## src/rtl/dfp_pkg.sv

```systemverilog
package dfp_pkg;

    parameter int NDIG = 4;              // significand digits
    parameter int EXPW = 8;              // exponent width
    localparam int MW  = 4 * NDIG;       // significand bits

    typedef struct packed {
        logic                   sgn;
        logic [MW-1:0]          mant;
        logic signed [EXPW-1:0] ex;
    } dfp_t;

    typedef struct packed {
        logic                   vld;
        logic                   big_s;
        logic                   sml_s;
        logic [MW-1:0]          big_m;
        logic [MW-1:0]          sml_m;
        logic signed [EXPW-1:0] ex;
    } aligned_t;

    typedef struct packed {
        logic                   vld;
        logic                   sgn;
        logic                   cy;
        logic [MW-1:0]          m;
        logic signed [EXPW-1:0] ex;
    } summed_t;

    // digit-serial BCD addition, returns {carry, sum}
    function automatic logic [MW:0] bcd_add(input logic [MW-1:0] x, input logic [MW-1:0] y);
        logic [MW-1:0] r;
        logic          c;
        logic [4:0]    t;
        r = '0;
        c = 1'b0;
        for (int d = 0; d < NDIG; d++) begin
            t = {1'b0, x[4*d +: 4]} + {1'b0, y[4*d +: 4]} + {4'd0, c};
            if (t > 5'd9) begin
                t = t - 5'd10;
                c = 1'b1;
            end else begin
                c = 1'b0;
            end
            r[4*d +: 4] = t[3:0];
        end
        return {c, r};
    endfunction

    // BCD subtraction x - y, caller guarantees x >= y
    function automatic logic [MW-1:0] bcd_sub(input logic [MW-1:0] x, input logic [MW-1:0] y);
        logic [MW-1:0] r;
        logic          b;
        logic [4:0]    t;
        r = '0;
        b = 1'b0;
        for (int d = 0; d < NDIG; d++) begin
            t = {1'b0, x[4*d +: 4]} - {1'b0, y[4*d +: 4]} - {4'd0, b};
            if (t[4]) begin
                t = t + 5'd10;
                b = 1'b1;
            end else begin
                b = 1'b0;
            end
            r[4*d +: 4] = t[3:0];
        end
        return r;
    endfunction

endpackage

```

## src/rtl/dfp_align_stage.sv

```systemverilog
module dfp_align_stage
    import dfp_pkg::*;
(
    input  logic     clk,
    input  logic     rst_n,
    input  logic     vld_i,
    input  dfp_t     a_i,
    input  dfp_t     b_i,
    output aligned_t q_o
);

    dfp_t            big, sml;
    logic [EXPW:0]   diff;
    logic [MW-1:0]   shifted;
    aligned_t        nxt;

    always_comb begin
        if (a_i.ex >= b_i.ex) begin
            big = a_i;
            sml = b_i;
        end else begin
            big = b_i;
            sml = a_i;
        end
        diff = {big.ex[EXPW-1], big.ex} - {sml.ex[EXPW-1], sml.ex};
        shifted = '0;
        for (int i = 0; i < NDIG; i++) begin
            if (diff == (EXPW+1)'(i)) shifted = sml.mant >> (4 * i);
        end
        nxt.vld   = vld_i;
        nxt.big_s = big.sgn;
        nxt.sml_s = sml.sgn;
        nxt.big_m = big.mant;
        nxt.sml_m = shifted;
        nxt.ex    = big.ex;
    end

    always_ff @(posedge clk or negedge rst_n) begin
        if (!rst_n) q_o <= '0;
        else        q_o <= nxt;
    end

endmodule

```

## src/rtl/dfp_sum_stage.sv

```systemverilog
module dfp_sum_stage
    import dfp_pkg::*;
(
    input  logic     clk,
    input  logic     rst_n,
    input  aligned_t d_i,
    output summed_t  q_o
);

    summed_t       nxt;
    logic [MW:0]   addv;
    logic          big_wins;

    always_comb begin
        addv     = bcd_add(d_i.big_m, d_i.sml_m);
        big_wins = (d_i.big_m >= d_i.sml_m);
        nxt.vld  = d_i.vld;
        nxt.ex   = d_i.ex;
        if (d_i.big_s == d_i.sml_s) begin
            nxt.sgn = d_i.big_s;
            nxt.cy  = addv[MW];
            nxt.m   = addv[MW-1:0];
        end else if (big_wins) begin
            nxt.sgn = d_i.big_s;
            nxt.cy  = 1'b0;
            nxt.m   = bcd_sub(d_i.big_m, d_i.sml_m);
        end else begin
            nxt.sgn = d_i.sml_s;
            nxt.cy  = 1'b0;
            nxt.m   = bcd_sub(d_i.sml_m, d_i.big_m);
        end
    end

    always_ff @(posedge clk or negedge rst_n) begin
        if (!rst_n) q_o <= '0;
        else        q_o <= nxt;
    end

endmodule

```

## src/rtl/dfp_norm_stage.sv

```systemverilog
module dfp_norm_stage
    import dfp_pkg::*;
(
    input  logic    clk,
    input  logic    rst_n,
    input  summed_t d_i,
    output logic    vld_o,
    output dfp_t    q_o
);

    dfp_t nxt;
    int   lz;
    logic found;

    always_comb begin
        lz    = 0;
        found = 1'b0;
        for (int k = NDIG - 1; k >= 0; k--) begin
            if (!found && d_i.m[4*k +: 4] != 4'd0) begin
                found = 1'b1;
                lz    = NDIG - 1 - k;
            end
        end
        if (d_i.cy) begin
            nxt.sgn  = d_i.sgn;
            nxt.mant = {4'd1, d_i.m[MW-1:4]};
            nxt.ex   = d_i.ex + EXPW'(1);
        end else if (!found) begin
            nxt = '0;
        end else begin
            nxt.sgn  = d_i.sgn;
            nxt.mant = d_i.m << (4 * lz);
            nxt.ex   = d_i.ex - EXPW'(lz);
        end
    end

    always_ff @(posedge clk or negedge rst_n) begin
        if (!rst_n) begin
            vld_o <= 1'b0;
            q_o   <= '0;
        end else begin
            vld_o <= d_i.vld;
            q_o   <= nxt;
        end
    end

endmodule

```

## src/rtl/dfp_adder.sv

```systemverilog
module dfp_adder
    import dfp_pkg::*;
(
    input  logic            clk,
    input  logic            rst_n,
    input  logic            in_valid,
    input  logic            a_sign,
    input  logic [MW-1:0]   a_mant,
    input  logic [EXPW-1:0] a_exp,
    input  logic            b_sign,
    input  logic [MW-1:0]   b_mant,
    input  logic [EXPW-1:0] b_exp,
    output logic            out_valid,
    output logic            out_sign,
    output logic [MW-1:0]   out_mant,
    output logic [EXPW-1:0] out_exp
);

    dfp_t     op_a, op_b, res;
    aligned_t s1;
    summed_t  s2;

    assign op_a = '{sgn: a_sign, mant: a_mant, ex: a_exp};
    assign op_b = '{sgn: b_sign, mant: b_mant, ex: b_exp};

    dfp_align_stage u_align (
        .clk   (clk),
        .rst_n (rst_n),
        .vld_i (in_valid),
        .a_i   (op_a),
        .b_i   (op_b),
        .q_o   (s1)
    );

    dfp_sum_stage u_sum (
        .clk   (clk),
        .rst_n (rst_n),
        .d_i   (s1),
        .q_o   (s2)
    );

    dfp_norm_stage u_norm (
        .clk   (clk),
        .rst_n (rst_n),
        .d_i   (s2),
        .vld_o (out_valid),
        .q_o   (res)
    );

    assign out_sign = res.sgn;
    assign out_mant = res.mant;
    assign out_exp  = res.ex;

endmodule

```

## config.mk

```make
export PLATFORM = sky130hd
export DESIGN_NAME = dfp_adder
export DESIGN_NICKNAME = d
export VERILOG_FILES = /design/src/rtl/dfp_pkg.sv /design/src/rtl/dfp_align_stage.sv /design/src/rtl/dfp_sum_stage.sv /design/src/rtl/dfp_norm_stage.sv /design/src/rtl/dfp_adder.sv
export SDC_FILE = /design/constraint.sdc
export NUM_CORES = 1
export LEC_CHECK = 0
export ABC_AREA = 1
export BUFFER_PORTS_ARGS = -buffer_cell sky130_fd_sc_hd__clkbuf_2
export CAP_MARGIN = 20
export CORE_ASPECT_RATIO = 1.5
export CORE_MARGIN = 1
export CORE_UTILIZATION = 32
export DETAILED_ROUTE_END_ITERATION = 6
export SYNTH_ARGS = -nofsm -noshare
export SYNTH_HDL_FRONTEND = slang
export SYNTH_SLANG_ARGS = --single-unit
```

## constraint.sdc

```tcl
create_clock -name clk -period 7.55 [get_ports clk]
set_clock_uncertainty 0.2 [all_clocks]
set_input_delay 1.1325 -clock clk [delete_from_list [all_inputs] [get_ports clk]]
set_output_delay 1.1325 -clock clk [all_outputs]
set_load 0.05 [all_outputs]
```

-- After elaboration in Yosys (flattened, before gate mapping)
Cells that the tools add are included.
- magnitude comparators: 6
- add/sub/neg operators: 36
- muxes and demuxes: 51
- equality and inequality tests: 4
- reductions and logical operators: 11
- shifts and indexed selects: 1
- operators with widths (kind ; count):
    $mux 25 ; 4
    $mux 16 ; 4
    $mux 4 ; 12
    $sub 4x4->5 ; 8
    $mux 18 ; 2
    $add 4x4->4 const B ; 8
    $shl 16x32->16 ; 1
    $mux 30 ; 1
    $sub 5x1->5 ; 6
    $mux 1 ; 27
    $add 4x4->5 ; 4
    $gt 5x4->1 const B ; 4
    $eq 9x2->1 const B ; 2
    $ge 16x16->1 ; 1
    $reduce_bool 4->1 ; 4
    $sub 4x4->4 const B ; 4
    $add 5x1->5 ; 3
    $eq 9x1->1 const B ; 1
    $logic_not 9->1 ; 1
    $sub 8x8->9 ; 1
    $add 8x2->8 const B ; 1
    $ge 8x8->1 ; 1
    $sub 8x8->8 ; 1
    $logic_and 1x1->1 ; 3
    3 further kinds ; 5
- word-level logic and storage cells: 124
- bits of input ports: 53
- bits in registers: 96

-- Logic depth before layout (Yosys ltp)
Gate-level depths: netlist (run 1).
- word-level depth: 17
- depth in mapped cells: 45
- mapped depth without buffers: 45

-- By module
A second synthesis (run 1) with hierarchy kept.
- cells, all modules: 1258
- area, all modules: 8828.5 µm²
- modules (own cells, without submodules) (module ; sequential area each (µm²) ; cells each ; instances ; area an instance (µm²)):
    dfp_sum_stage ; 675.6 ; 654 ; 1 ; 4515.6
    dfp_align_stage ; 1076.0 ; 392 ; 1 ; 2762.6
    dfp_norm_stage ; 650.6 ; 212 ; 1 ; 1550.2

-- Worst setup path before layout (run 1)
No wires, ideal clock.
- path kind: register to register
- start point: reg u_align.q_o[9] (netlist name)
- end point: reg u_sum.q_o[21] (netlist name)
- period minus slack after synthesis: 6957 ps
- data required time: 7278 ps
- arrival time: 6685 ps
- cell stages (with the launch flop): 44
- path slack: 593 ps
- library setup time: 72 ps
- cell sequence: dfrtp_1 > inv_1 > fa_1 > nand2_1 > inv_1 > nor2_1 > inv_1 > ha_1 > nand2_1 > a211oi_1 > nor2_1 > fa_1 > inv_1 > fa_1 > xor2_1 > ha_1 > inv_1 > o21ai_0 > [... 8 more ...] > inv_1 > o21ai_0 > nand3_1 > nand2_1 > inv_1 > fa_1 > inv_1 > fa_1 > inv_1 > ha_1 > inv_1 > o21ai_0 > o311ai_0 > nand2_1 > inv_1 > o21ai_0 > a21oi_1 > nor2_1
- RTL lines (item ; RTL line ; text):
    start, declared ; dfp_align_stage.sv:9 ; output aligned_t q_o
    start signal, assigned ; dfp_align_stage.sv:40 ; else q_o <= nxt;
    end signal, assigned ; dfp_sum_stage.sv:36 ; else q_o <= nxt;
    end, declared ; dfp_sum_stage.sv:7 ; output summed_t q_o

==> results of run 1 <==
==> through the flow <==
| step | cells | hold slack (ps) |
|---|---|---|
| floorplan | 1057 | 131 |
| finish | 1464 | 142 |
| CTS | 1455 | 139 |
| global placement | 1437 | 131 |
| detailed placement | 1437 | 135 |
| global route | 1464 | 142 |
==> sequential cells by signal, summed over array words and instances (netlist names) <==
| register | flops |
|---|---|
| u_norm.q_o | 25 |
| u_norm.vld_o | 1 |
| u_sum.q_o | 27 |
| u_align.q_o | 43 |
==> area by class of cell <==
type	instances	area [um2]	share of cell area, %
clock buffer	12	256	2.80
inverter	200	753	8.21
timing repair buffer	93	505	5.51
sequential	96	2400	26.2
clock inverter	4	28.8	0.314
tap	324	405	4.42
multi-input combinational	735	4820	52.6
==> power breakdown <==
group	internal [mW]	total (mW)	switching, mW
logic	0.512	1.49	0.980
clock network	0.241	0.433	0.192
registers	0.665	0.763	0.0980
==> kinds of logic after synthesis <==
group | after synthesis
fa+ha+maj | 114
xor+xnor | 56
compound gates | 195
simple gates | 368
flops | 96
mux | 2
buf+inv | 226
==> cells in the final DEF (no fill, tap or decap), drive strengths merged <==
| master | count |
|---|---|
| clkbuf | 89 |
| o21ai | 104 |
| ha | 89 |
| fa | 25 |
| a21oi | 56 |
| a31oi | 1 |
| a221oi | 1 |
| clkinv | 5 |
| nor4 | 5 |
| a211oi | 3 |
| and2 | 2 |
| inv | 197 |
| xor2 | 35 |
| a32o | 2 |
| o2bb2ai | 1 |
| nor2 | 92 |
| o221ai | 1 |
| nand4 | 19 |
| or2 | 10 |
| o211ai | 6 |
| clkinvlp | 2 |
| nand3 | 39 |
| nand2 | 196 |
| o31ai | 2 |
| o311ai | 1 |
| nor3 | 5 |
| xnor2 | 21 |
| buf | 16 |
| a21boi | 4 |
| o21bai | 1 |
| a21o | 1 |
| o22ai | 7 |
| dfrtp | 96 |
| o2111ai | 4 |
| mux2i | 2 |
==> worst paths after layout <==
kind | from | endpoint | slack [ps] | cells after the start
worst max register to register | u_align.q_o[8] | u_sum.q_o[21] | 490 | 43
worst max-delay path | u_align.q_o[8] | u_sum.q_o[21] | 490 | 43
min in group asynchronous | rst_n | u_sum.q_o[7] | 610 | 1
max in group asynchronous | rst_n | u_norm.q_o[10] | 5510 | 2
worst min-delay path | u_align.q_o[7] | u_sum.q_o[7] | 140 | 0
worst min register to register | u_align.q_o[7] | u_sum.q_o[7] | 140 | 0
==> metal layers <==
metal	vias up	track usage [%]
met4	0	6.16
met3	37	2.17
met2	142	28.2
met1	3156	17.1
li1	3503	-
met5	-	0
==> repair_timing <==
action,CTS,global route
pin swaps,1,6
setup endpoints to repair,3,4
setup buffers,2,9
resized for setup,4,21
==> out/results.ini, run 1 <==
[critical_path]
worst-path-max-fanout = 6
cp_top_family = adder cells
worst_ep_required_time_ps = 7630
crit_type = reg2reg
path_buf_inv = 14
cp_common_cell = inv_1
cpMaxStageDelayCell = fa_2
endpoint_kind = flop
critPathMaxStageDelay_ps = 460
worstSetupStartpointType = flop
cp.arrival_ps = 7130

[floorplanning]
num_rows = 70
die_w_um = 131
core_area_um2 = 24500
die_h_um = 196
io_pins = 79
initial_utilization_pct = 32.8
dieArea_um2 = 25800

[synthesis]
avgSynthCellArea_um2 = 7.61
ys_warn_count = 0
synth_area_um2 = 8040
ys_seq_elements = 96
synth_ff_type = dfrtp_1
ys_top_cells_by_area = dfrtp_1 30%, ha_1 14%, inv_1 9.1%, nand2_1 9.1%, fa_1 6.2%
yosysTopAreaCellShare_pct = 29.9
synthMuxAreaShare_pct = 0.249
netlist.top_cell.by_area = dfrtp_1
synth-edff-count = 0
yosys.area_share.simple_pct = 19.5
async_reset_ff_share_pct = 100
synth_compound_area_share_pct = 13.3
synthTopCellsByCount = 196 x inv_1, 194 x nand2_1, 97 x o21ai_0, 96 x dfrtp_1
synth-xor-area-share_pct = 6.10
synth_seq_area_share_pct = 29.9
yosysUniqueCellTypes = 46
synth_top_family_by_area = adder cells
syn_nets = 1224
syn-instance-count = 1057
synth_fa_ha_area_share_pct = 20.1
yosysMostFrequentCell = inv_1

[place]
dpl.hpwl_mm = 15.3
place_ws_ps = -82.3
gp_congestion = 0.874
portBuffers = 78
postPlaceCellArea_um2 = 8740

[global_route]
grt_usage_pct = 15.1
grt_pass1_wl_mm = 31.5
grt_pass1_vias = 6750
antenna_found_initial = 0
grt-ovfl-total = 0
grt_max_degree = 73

[run_status]
status = complete, no violations

[detailed_routing]
drt_iter0_markers = 273
routed_wl_mm = 18.7
topRoutingLayerUsed = met4
wl_met2_mm = 9.64
dr_total_vias = 6838
firstDrtPassIters = 5
viasPerCell = 4.67
avgRoutedWirePerCell_um = 12.7
detail-route-antenna-nets = 0
wl_met3_um = 583
met1_length_mm = 7.81
drc = 0

[sta]
setup_slack_ps = 495
slew_viol_final = 0
fin_crit_sh_pct = 93.4
max_freq_mhz = 142
period_needed_ps = 7060
worst_slew_pin_slew_ps = 832
finalSetupTns_ps = 0
relSlewSlack_pct = 44.4
finalSetupViolCount = 0
finalHoldViolCount = 0

[clocking]
cts-root-buf = clkbuf_16
postCtsHoldBufs = 0
clock_path_buffers = 2
cts_tree = done
numCtsBuffers = 9
cts.sinks = 96
clk_latency_ps = 350
path_clk_slew_ps = 60
htreeDepth = 3

[power_and_ir_drop]
peakVddDrop_mv = 0.140
totalPowerFinal_mw = 2.69
p_leak_nw = 4.81
power_density_nw_per_um2 = 293

[job]
cap_violations = 0

[worst_hold_path]
hp-class = reg2reg

[finish]
layout.nets = 1302
final_util_pct = 37.4
antenna_cells = 0
drive_gt1_share_pct = 12.7
areaGrowthSynthToFinish_pct = 14.0
final_area_um2 = 9170
nFillCells = 2620

Power figures use the tool's default switching activity.
==> inputs of run 2 (changes only) <==
--- a/config.mk
+++ b/config.mk
@@ -5,7 +5,6 @@
 export SDC_FILE = /design/constraint.sdc
 export NUM_CORES = 1
 export LEC_CHECK = 0
-export ABC_AREA = 1
 export BUFFER_PORTS_ARGS = -buffer_cell sky130_fd_sc_hd__clkbuf_2
 export CAP_MARGIN = 20
 export CORE_ASPECT_RATIO = 1.5
==> run 2 against run 1 <==
Worst setup slack got worse by 350 ps; count of clock-buffer cells in the layout decreased by 2; global-route usage decreased by 0.78 points; final cell count decreased by 12%; hold slack improved by 4.4 ps; clock power about the same; sequential cell count unchanged; combinational power decreased by 11%; routed wire length decreased by 3.3%; synthesized cell count decreased by 16%; sequential share of layout area decreased by 0.56 points; non-clock buffer count increased by 8; critical endpoint unchanged; largest cell class unchanged.
==> out/results.ini, run 2 <==
[critical_path]
rr_endpoint = u_sum.q_o[21]
path_buf_inv = 9  ; -5
cpMaxStageDelayCell = fa_2
r2r_setup_slack_ps = 140  ; -350 ps
critPathMaxStageDelay_ps = 600  ; +140 ps
endpoint_kind = flop
cp_top_family = adder cells
worst_ep_required_time_ps = 7620  ; about the same
worstSetupStartpointType = flop
worst-path-max-fanout = 4  ; -2
cp.arrival_ps = 7480  ; +350 ps
r2r_cells = 35  ; -19%
rr_startpoint = u_align.q_o[24]
cp_common_cell = inv_2
crit_type = reg2reg

[floorplanning]
die_w_um = 132  ; +0.23%
die_h_um = 197  ; +0.23%
dieArea_um2 = 25900  ; +0.46%
io_pins = 79  ; unchanged
core_area_um2 = 24600  ; +0.36%
num_rows = 70  ; unchanged
initial_utilization_pct = 32.8  ; +0.036 points

[global_route]
grt_usage_pct = 14.3  ; -0.78 points
grt_pass1_vias = 6209  ; -8.0%
grt_max_degree = 56  ; -23%
grt_pass1_wl_mm = 30.0  ; -4.7%
grt-ovfl-total = 0  ; unchanged
antenna_found_initial = 0  ; unchanged

[clocking]
path_clk_slew_ps = 70  ; about the same
clk_latency_ps = 350  ; about the same
cts_tree = done
postCtsHoldBufs = 0  ; unchanged
numCtsBuffers = 9  ; unchanged
htreeDepth = 3  ; unchanged
clock_path_buffers = 2  ; unchanged
cts.sinks = 96  ; unchanged
cts-root-buf = clkbuf_16

[finish]
nFillCells = 2456  ; -6.3%
antenna_cells = 0  ; unchanged
final_common_cell = nand2_1
top_regs = u_align.q_o (43), u_sum.q_o (27), u_norm.q_o (25)
areaGrowthSynthToFinish_pct = 16.0
drive_gt1_share_pct = 18.9  ; +6.1 points
final_area_um2 = 9370  ; +2.2%
multi_input_area_um2 = 5360  ; +11%
regMostFlops = u_align.q_o
finalNonFillerCells = 1294  ; -12%
largest_reg_flops = 43  ; unchanged
seqCellArea_um2 = 2400  ; unchanged
most-common-layout-cells = 122 x nand2_1, 96 x dfrtp_1, 83 x inv_1
layout.nets = 1132  ; -13%

[sta]
rsz0062_at_grt = true
fin_crit_sh_pct = 98.1  ; +4.7 points
max_freq_mhz = 135  ; -4.8%
hold_slack_ps = 146  ; +4.43 ps
finalHoldViolCount = 0  ; unchanged
slew_viol_final = 0  ; unchanged
period_needed_ps = 7410  ; +354 ps
relSlewSlack_pct = 32.8  ; -12 points
finalSetupViolCount = 0  ; unchanged
worst_slew_pin_slew_ps = 1010  ; +175 ps

[synthesis]
syn-instance-count = 887  ; -16%
syn_nets = 1054  ; -14%
avgSynthCellArea_um2 = 9.11  ; +20%
synth-edff-count = 0  ; unchanged
synthTopCellsByCount = 122 x nand2_1, 96 x dfrtp_1, 93 x inv_1, 89 x ha_1, 59 x nor2_1
yosysMostFrequentCell = nand2_1
yosysUniqueCellTypes = 71  ; +54%
yosysTopAreaCellShare_pct = 29.7  ; -0.14 points
netlist.top_cell.by_area = dfrtp_1
ys_top_cells_by_area = dfrtp_1 30%, ha_1 14%, fa_1 6.2%, nand2_1 5.7%, mux2i_1 5.0%
ys_warn_count = 0  ; unchanged
ys_seq_elements = 96  ; unchanged
synth_area_um2 = 8080  ; +0.47%
async_reset_ff_share_pct = 100  ; unchanged
synth_ff_type = dfrtp_1
synth_seq_area_share_pct = 29.7  ; -0.14 points

[place]
gp_congestion = 0.861  ; -1.6%
portBuffers = 78  ; unchanged
postPlaceCellArea_um2 = 8850  ; +1.2%
dp.cells = 1268  ; -12%
dpl.hpwl_mm = 14.8  ; -3.3%

[detailed_routing]
drc = 0  ; unchanged
detail-route-antenna-nets = 0  ; unchanged
drt_iter0_markers = 246  ; -9.9%
routed_wl_mm = 18.0  ; -3.3%
viasPerCell = 4.77  ; +2.2%
avgRoutedWirePerCell_um = 13.9  ; +9.5%
firstDrtPassIters = 4  ; -1
dr_total_vias = 6178  ; -9.7%

[worst_hold_path]
min_from = u_align.q_o[42]
hp-class = reg2reg
min_path_cells = 0  ; unchanged
min_to = u_sum.q_o[26]

[power_and_ir_drop]
power_density_nw_per_um2 = 270  ; -8.0%
p_leak_nw = 4.38  ; -9.1%
peakVddDrop_mv = 0.121  ; -13%

[job]
cap_violations = 0  ; unchanged

[run_status]
status = complete, no violations

[run 2: power by group]
group | switching [mW] | leakage [nW] | internal, mW
Combinational | 0.813 | 3.06 | 0.507
Clock | 0.205 | 0.142 | 0.231
Sequential | 0.120 | 1.18 | 0.650
Total | 1.14 | 4.38 | 1.39
[run 2: worst max-delay path by stage]
stage | start | endpoint | cells after the start
3_5_place_dp | u_align.q_o[8] | u_sum.q_o[23] | 31
6_report | u_align.q_o[24] | u_sum.q_o[21] | 35
2_1_floorplan | u_align.q_o[9] | u_sum.q_o[22] | 30
3_3_place_gp | u_align.q_o[8] | u_sum.q_o[22] | 32
5_1_grt | u_align.q_o[24] | u_sum.q_o[23] | 34
4_1_cts | u_align.q_o[8] | u_sum.q_o[23] | 34
[run 2: layout make-up]
type	count	share of cell area (%)
well taps	324	4.33
flip-flops and latches	96	25.6
multi-input cells	664	57.2
inverters	93	3.72
repair buffers	101	6.03
clock inverters	6	0.667
clock buffers	10	2.44
[run 2: logic make-up (layout without fill, tap and decap cells)]
group	count (synthesis)	after routing	share of synthesized area, %
compound gates	180	180	15.5
xor+xnor	68	68	7.37
fa+ha+maj	114	114	20.0
buf+inv	127	210	6.36
flops	96	96	29.7
mux	48	48	6.70
simple gates	254	254	14.4
[run 2: repair_timing]
item	CTS	global route
gates resized for setup	6	39
pin swaps	1	24
endpoints found under the setup margin	4	4
hold endpoints to repair	0	0
buffers inserted	1	9
[run 2: stage by stage]
step                power (mW)  setup TNS [ps]  util [%]  worst slack, ps
floorplan                 1.72               0         -             13.3
global placement          2.02               0      36.0             59.9
detailed placement        2.04            -791      36.0             -292
CTS                       2.50               0      37.3             14.7
global route              2.73            -533      38.1             -215
finish                    2.53               0      38.1              141
[run 2: layer usage]
layer,vias to the layer above,wire [um],track usage [%]
li1,3165,-,-
met5,-,0,0
met1,2899,7600,16.1
met3,24,286,1.47
met4,0,354,5.81
met2,90,9810,27.3
